===== src/rtl/lane_stat_pkg.sv =====
package lane_stat_pkg;

  localparam int ERR_CNT_W = 4;

  typedef struct packed {
    logic [7:0] port_id;
    logic [3:0] lane_id;
    logic       tx_reach;
    logic       tx_mode;
    logic [1:0] rx_reach;
    logic       pol_flip;
    logic       trn_live;
    logic       sync_live;
    logic       rdy_live;
    logic [3:0] err_cnt;
    logic       sync_chg;
    logic       trn_chg;
    logic [1:0] spare;
    logic       stat1_present;
    logic [2:0] extra_regs;
  } lane_word_t;

  // Saturating increment used by the error counter.
  function automatic logic [ERR_CNT_W-1:0] sat_inc(input logic [ERR_CNT_W-1:0] v);
    logic [ERR_CNT_W-1:0] top;
    top = '1;
    return (v == top) ? v : v + 1'b1;
  endfunction

  function automatic logic [31:0] pack_word(
    input logic [3:0] lane, input logic tx_t, input logic tx_m,
    input logic [1:0] rx_t, input logic trn, input logic snc,
    input logic rdy, input logic [3:0] cnt, input logic f_sync,
    input logic f_trn);
    lane_word_t w;
    w               = '0;
    w.lane_id       = lane;
    w.tx_reach      = tx_t;
    w.tx_mode       = tx_m;
    w.rx_reach      = rx_t;
    w.trn_live      = trn;
    w.sync_live     = snc;
    w.rdy_live      = rdy;
    w.err_cnt       = cnt;
    w.sync_chg      = f_sync;
    w.trn_chg       = f_trn;
    w.stat1_present = 1'b1;
    w.extra_regs    = 3'b011;
    return w;
  endfunction

endpackage


===== src/rtl/lane_err_counter.sv =====
module lane_err_counter #(
  parameter int W = 4
) (
  input  logic         clk,
  input  logic         rst_n,
  input  logic         err_pulse,
  input  logic         clr,
  output logic [W-1:0] cnt
);
  localparam logic [W-1:0] CNT_MAX = '1;

  logic [W-1:0] cnt_q;
  logic [W-1:0] cnt_d;

  always_comb begin
    if (clr) cnt_d = err_pulse ? W'(1) : '0;
    else if (err_pulse) cnt_d = lane_stat_pkg::sat_inc(cnt_q);
    else cnt_d = cnt_q;
  end

  always_ff @(posedge clk or negedge rst_n) begin
    if (!rst_n) cnt_q <= '0;
    else        cnt_q <= cnt_d;
  end

  assign cnt = cnt_q;

  p_cnt_sat_r5: assert property (@(posedge clk) disable iff (!rst_n)
    (cnt_q == CNT_MAX && !clr) |=> cnt_q == CNT_MAX);
  p_cnt_step_r5: assert property (@(posedge clk) disable iff (!rst_n)
    (!clr && err_pulse && cnt_q != CNT_MAX) |=> cnt_q == $past(cnt_q) + 1'b1);
  p_cnt_idle_r5: assert property (@(posedge clk) disable iff (!rst_n)
    (!clr && !err_pulse) |=> $stable(cnt_q));
  p_cnt_clr_r6: assert property (@(posedge clk) disable iff (!rst_n)
    clr |=> cnt_q <= W'(1));
endmodule


===== src/rtl/lane_chg_flag.sv =====
module lane_chg_flag (
  input  logic clk,
  input  logic rst_n,
  input  logic level_in,
  input  logic clr,
  output logic flag
);
  logic prev_q;
  logic flag_q;
  logic edge_seen;

  assign edge_seen = level_in ^ prev_q;

  always_ff @(posedge clk or negedge rst_n) begin
    if (!rst_n) begin
      prev_q <= 1'b0;
      flag_q <= 1'b0;
    end else begin
      prev_q <= level_in;
      flag_q <= clr ? edge_seen : (flag_q | edge_seen);
    end
  end

  assign flag = flag_q;

  p_flag_sticky_r7: assert property (@(posedge clk) disable iff (!rst_n)
    (flag_q && !clr) |=> flag_q);
  p_flag_catch_r7: assert property (@(posedge clk) disable iff (!rst_n)
    edge_seen |=> flag_q);
  p_flag_quiet_r8: assert property (@(posedge clk) disable iff (!rst_n)
    (clr && !edge_seen) |=> !flag_q);
endmodule


===== src/rtl/lane_stat_reg.sv =====
module lane_stat_reg #(
  parameter logic [3:0] LANE_IDX = 4'd0,
  parameter logic       TX_LONG  = 1'b0,
  parameter logic [1:0] RX_REACH = 2'b00
) (
  input  logic        clk,
  input  logic        rst_n,
  input  logic        reg_sel,
  input  logic        reg_rd,
  input  logic        reg_wr,
  input  logic [31:0] reg_wdata,
  output logic [31:0] reg_rdata,
  input  logic        lane_sync_i,
  input  logic        lane_ready_i,
  input  logic        rx_trained_i,
  input  logic        dec_err_i
);
  import lane_stat_pkg::*;

  localparam int NFLAG = 2;
  localparam int MODE_BIT = 18;

  logic                 rd_hit;
  logic                 wr_hit;
  logic                 tx_mode_q;
  logic [ERR_CNT_W-1:0] err_cnt;
  logic [NFLAG-1:0]     watch_lvl;
  logic [NFLAG-1:0]     chg_flag;
  logic [31:0]          word_now;
  logic [31:0]          rdata_q;
  logic                 unused_wdata;

  assign rd_hit = reg_sel & reg_rd;
  assign wr_hit = reg_sel & reg_wr;
  assign unused_wdata = ^{reg_wdata[31:MODE_BIT+1], reg_wdata[MODE_BIT-1:0]};

  always_ff @(posedge clk or negedge rst_n) begin
    if (!rst_n)      tx_mode_q <= TX_LONG;
    else if (wr_hit) tx_mode_q <= reg_wdata[MODE_BIT];
  end

  lane_err_counter #(.W(ERR_CNT_W)) u_err_cnt (
    .clk(clk), .rst_n(rst_n), .err_pulse(dec_err_i), .clr(rd_hit), .cnt(err_cnt)
  );

  // index 0: synchronisation, index 1: training
  assign watch_lvl = {rx_trained_i, lane_sync_i};

  for (genvar g = 0; g < NFLAG; g++) begin : g_flag
    lane_chg_flag u_flag (
      .clk(clk), .rst_n(rst_n), .level_in(watch_lvl[g]), .clr(rd_hit), .flag(chg_flag[g])
    );
  end

  assign word_now = pack_word(LANE_IDX, TX_LONG, tx_mode_q, RX_REACH, rx_trained_i,
                              lane_sync_i, lane_ready_i, err_cnt, chg_flag[0], chg_flag[1]);

  always_ff @(posedge clk or negedge rst_n) begin
    if (!rst_n)      rdata_q <= '0;
    else if (rd_hit) rdata_q <= word_now;
  end

  assign reg_rdata = rdata_q;

  p_fixed_fields_r1: assert property (@(posedge clk) disable iff (!rst_n)
    rd_hit |=> (reg_rdata[31:24] == 8'd0 && reg_rdata[15] == 1'b0 &&
                reg_rdata[5:0] == 6'b001011));
  p_id_fields_r2: assert property (@(posedge clk) disable iff (!rst_n)
    rd_hit |=> (reg_rdata[23:19] == {LANE_IDX, TX_LONG} && reg_rdata[17:16] == RX_REACH));
  p_mode_write_r3: assert property (@(posedge clk) disable iff (!rst_n)
    wr_hit |=> tx_mode_q == $past(reg_wdata[MODE_BIT]));
  p_mode_hold_r3: assert property (@(posedge clk) disable iff (!rst_n)
    !wr_hit |=> $stable(tx_mode_q));
  p_rdata_hold_r9: assert property (@(posedge clk) disable iff (!rst_n)
    !rd_hit |=> $stable(reg_rdata));
endmodule


===== config.mk =====
export PLATFORM = sky130hd
export DESIGN_NAME = lane_stat_reg
export DESIGN_NICKNAME = d
export VERILOG_FILES = /design/src/rtl/lane_stat_pkg.sv /design/src/rtl/lane_err_counter.sv /design/src/rtl/lane_chg_flag.sv /design/src/rtl/lane_stat_reg.sv
export SDC_FILE = /design/constraint.sdc
export NUM_CORES = 1
export LEC_CHECK = 0
export ABC_AREA = 1
export BUFFER_PORTS_ARGS = -buffer_cell sky130_fd_sc_hd__buf_2
export CAP_MARGIN = 20
export CORE_UTILIZATION = 28
export CTS_CLUSTER_SIZE = 10
export DETAILED_ROUTE_END_ITERATION = 8
export PLACE_DENSITY_LB_ADDON = 0.12
export SETUP_SLACK_MARGIN = 0.3
export SLEW_MARGIN = 20
export SYNTH_ARGS = -nofsm -noshare
export SYNTH_HDL_FRONTEND = slang
export SYNTH_HIERARCHICAL = 1
export SYNTH_SLANG_ARGS = --single-unit

===== constraint.sdc =====
create_clock -name clk -period 2.1 [get_ports clk]
set_input_delay 0.21 -clock clk [delete_from_list [all_inputs] [get_ports clk]]
set_output_delay 0.21 -clock clk [all_outputs]
set_load 0.02 [all_outputs]

* After elaboration in Yosys (flattened, before gate mapping)
Index checks and enable logic that the tools add are counted.
** Word-level totals
- Input bits :: 41
- Output and inout port bits :: 32
- Register bits after elaboration :: 22
- Logic and storage cells :: 24
** Cells by class
- Mux-type cells :: 6
- Reductions and logical operators :: 2
- Add/subtract/negate cells :: 1
- Bitwise operators :: 6
- Equal/unequal tests :: 2
** Operators by type and width (number)
- 4-bit two-way mux :: 3
- 4-bit by 1-bit adder with 4-bit output, second input constant :: 1
- 4-bit == test, second input constant :: 1
- 1-bit two-way mux :: 3
- 1-bit bitwise AND :: 2
- 2-bit by 1-bit inequality test with 1-bit output, second input constant :: 1
- 1-bit OR :: 2
- 2-bit AND reduction :: 1
- 2-bit nonzero test :: 1
- 1-bit bitwise XOR :: 2

* Depth between registers and ports, before layout
- Word-level depth :: 4
- Mapped depth :: 7
- Mapped depth without buffers :: 7

* Hierarchy
Netlist, hierarchy kept.
** Modules (own cells, without submodules)
- lane_stat_reg :: cells an instance 75, seq. area each 300.3 um^2, times used 1, area each 644.4 um^2
- lane_err_counter :: cells an instance 29, seq. area each 100.1 um^2, times used 1, area each 230.2 um^2
- lane_chg_flag :: cells an instance 9, seq. area each 50.0 um^2, times used 2, area each 77.6 um^2

* Worst setup path after synthesis
Ideal clock, no wire load.
- Path kind :: register to register
- From :: register u_err_cnt.cnt_q[0] (netlist: u_err_cnt/cnt[0])
- To :: register u_err_cnt.cnt_q[2] (netlist: u_err_cnt/cnt[2])
- Path buffers :: 0
- Library setup time :: 118 ps
- Data required time :: 1982 ps
- Cell stages (with the launch flop) :: 5
- Arrival time :: 1033 ps
- Path slack :: 948 ps
- Period minus slack after synthesis :: 1152 ps
- Cells stage by stage :: dfrtp_1 -> ha_1 -> or2_2 -> nand4_1 -> nand2_1
** Between the ends
- Longest elaborated chain between the ends :: 4
- Elaborated cells on any way between the ends :: 7
- Classes of those cells :: add/sub: 1; eq/ne: 2; mux: 3; reduce/logical: 1
** Ends and longest elaborated chain
- start, declared :: RTL line lane_err_counter.sv:12 : logic [W-1:0] cnt_q;
- start signal, assigned :: RTL line lane_err_counter.sv:23 : else cnt_q <= cnt_d;
- 4-bit by 1-bit adder with 4-bit output :: RTL line lane_stat_pkg.sv:27 : return (v == top) ? v : v + 1'b1;
- 4-bit two-way mux :: RTL line lane_stat_pkg.sv:27
- 4-bit two-way mux :: RTL line lane_err_counter.sv:17 : else if (err_pulse) cnt_d = lane_stat_pkg::sat_inc(cnt_q);
- 4-bit two-way mux :: RTL line lane_err_counter.sv:16 : if (clr) cnt_d = err_pulse ? W'(1) : '0;
Parallel ways exist; a longest one is shown, timed or not. The select of a mux whose other input is x is not followed.
A chain may end at the register's enable or synchronous reset.

* Final worst setup path
Ends and elaborated chain as after synthesis.

==> summary.md <==
| Metric | Value |
|---|---|
| Antenna Violating Nets Remaining | `0` |
| Max Transition Viols Final | `0` |
| Initial antenna violation count | `0` |
| Worst path cell trace | `ha_1, or2_2, nand4_1, nand2_1` |
| Max-cap violations | `0` |
| Hold Crit Depth | `1` |
| Nets | `roughly 190` |
| Post-DP HPWL | `around 1300 µm` |
| Setup TNS | `0 ns` |
| Final setup fails | `0` |
| Layout cell share with drive strength beyond 1 | `21.7%` |
| Fmax | `808 MHz` |
| Ant. Diodes | `0` |
| Routability cong. | `around 0.77` |
| H-tree levels | `1` |
| Synth Cell Area | `0.00103 mm²` |
| Cts repair resizes | `0` |
| Largest net degree at the start of global routing | `21` |
| Overflow after GRT | `0` |
| Worst vdd ir | `0.247 mV` |
| Clock buffer depth | `2` |
| Crit path largest cell delay | `0.44 ns` |
| Drt wl/cell | `roughly 9.4 µm` |
| Total number of vias | `747` |
| R2R setup slack | `roughly 0.86 ns` |
| Commonest non-fill, non-tap cell in the layout | `nand2_1` |
| Post-route minimum period | `around 1.2 ns` |
| Die W | `between 60 and 70 µm` |
| Tcrit/Tclk final | `around three fifths` |
| FP Rows | `21` |
| Hold Vio Cnt, Final | `0` |
| Critical path launch point type | `register` |
| Worst Skew | `0.00433 ns` |
| First-pass DRT Iterations | `4` |
| Vias in the first global route | `between 600 and 700` |
| Setup Fix Bufs, Post-CTS | `0` |
| Worst Hold Class | `primary input to register` |
| # port buffers | `22` |
| CP delay by family, top | `flip-flops` |
| CP Capture Type | `register` |
| Syn avg cell area | `8.44 µm²` |
| Register-to-Register Path Depth | `4` |
| Core Area | `between 0.003 and 0.004 mm²` |
| First-pass GRT wire length | `about 2900 µm` |
| Flops & latches, synth | `20` |
| Max FO, Critical Path | `6` |
| Die area | `0.00392 mm²` |
| Cts hold-fix bufs | `1` |
| Sequential share of the synthesized area | `approximately 50%` |
| Die H | `about 63 µm` |
| CTS clk-pin slew, worst paths | `0.07 ns` |
| WP buf/inv | `0` |
| Arr. time, crit path | `1.38 ns` |
| Unrepaired setup endpoints after global routing | `no` |
| Outcome | `finished, final reports clean` |
| Distinct cell type count after synthesis | `15` |
| Final Util | `between 30% and 40%` |
| Clock Sinks | `20` |
| TritonCTS clock tree | `yes` |
| Root buffer cell | `clkbuf_8` |
| CTS buffer count | `3` |
| Via density | `just under 4` |
| Req. time, crit path | `2.25 ns` |
| CP Class | `register to register` |
| Total track usage | `9.41%` |
| Routed wire length | `between 1500 and 2000 µm` |
| DRC | `0` |
| 1st-iter DRT viols | `16` |
| Power per Cell Area | `around 840 mW/mm²` |
| Worst skew pair latency | `around 0.25 ns` |
| WP depth | `4` |
| Critical path's slowest cell | `dfrtp_1` |
| Area Overhead vs Synth | `11.5%` |
| Post-Syn Instances | `~120` |
| Most frequent cells in the layout | `nand2_1 (41), buf_2 (22), dfrtp_1 (20)` |
| Boundary Pins | `73` |
| Initial Util | `29.9%` |
| Leakage | `approximately 0.00066 µW` |
| Fill count | `397` |
| Syn. warnings | `6` |
[sequential cells by signal, indices dropped and copies added, names as in the netlist]
register and flops:
g_flag.u_flag/flag 2, g_flag.u_flag/prev_q 2, u_err_cnt/cnt 4, reg_rdata 11
tx_mode_q 1
[metrics by stage]
| stage | cell area, µm² | cells | total power (µW) | hold slack (ns) | worst slack, ns |
|---|---|---|---|---|---|
| CTS | 1150 | 189 | 984 | 0.102 | 0.855 |
| global route | 1150 | 189 | 1030 | 0.102 | 0.797 |
| floorplan | 1100 | 140 | 649 | -0.0856 | 0.948 |
| detailed placement | 1080 | 184 | 691 | 0.190 | 0.776 |
| finish | 1150 | 189 | 966 | 0.108 | 0.862 |
| global placement | 1080 | 184 | 684 | 0.188 | 0.784 |
[cells in the mapped netlist (all sizes together)]
master	number	area, µm²
nand3	16	80.1
nand2	43	166
nand4	3	18.8
buf	24	181
dfrtp	20	500
or2	1	6.26
conb	1	3.75
ha	1	12.5
nor2	1	11.3
o21a	1	7.51
inv	11	41.3
[path summary, 6_finish.rpt]
path                                                   start                                end
worst max-delay path            u_err_cnt/cnt[0]$_DFFE_PN0P_       u_err_cnt/cnt[2]$_DFFE_PN0P_
worst min-delay path                             lane_sync_i  g_flag[0].u_flag/prev_q$_DFF_PN0_
worst max register to register  u_err_cnt/cnt[0]$_DFFE_PN0P_       u_err_cnt/cnt[2]$_DFFE_PN0P_
worst min register to register      reg_rdata[6]$_DFFE_PN0P_           reg_rdata[6]$_DFFE_PN0P_
max in group asynchronous                              rst_n          reg_rdata[18]$_DFFE_PN0P_
min in group asynchronous                              rst_n          reg_rdata[13]$_DFFE_PN0P_
[metal layers]
layer	global-route usage [%]	vias to the layer above	share of wire [%]
met3	2.19	2	4.2
met4	3.49	0	0.39
met5	0	-	0
met1	11.1	350	44
li1	-	377	-
met2	16.4	18	51
[cells by family after synthesis]
group / share of synthesized area (%)
DFF: 48.6
other: 0.364
and+or+nand+nor: 27.5
buffers and inverters: 21.6
AOI/OAI and AO/OA: 0.729
adders and majority gates: 1.21
[cell type report]
cell class | instances | area, µm² | share of cell area, %
clock buffer | 4 | 55.1 | 4.79
sequential | 20 | 500 | 43.6
tap | 46 | 57.6 | 5.01
multi-input combinational | 85 | 374 | 32.6
timing repair buffer | 23 | 120 | 10.5
inverter | 11 | 41.3 | 3.59
[power breakdown]
group	internal (µW)	total [µW]	switching, µW	leakage, µW
clock	166	284	118	0.0000288
sequential	436	475	39.0	0.000243
combinational	65.5	207	141	0.000388
Note: power is estimated with default switching activity, not from simulation.
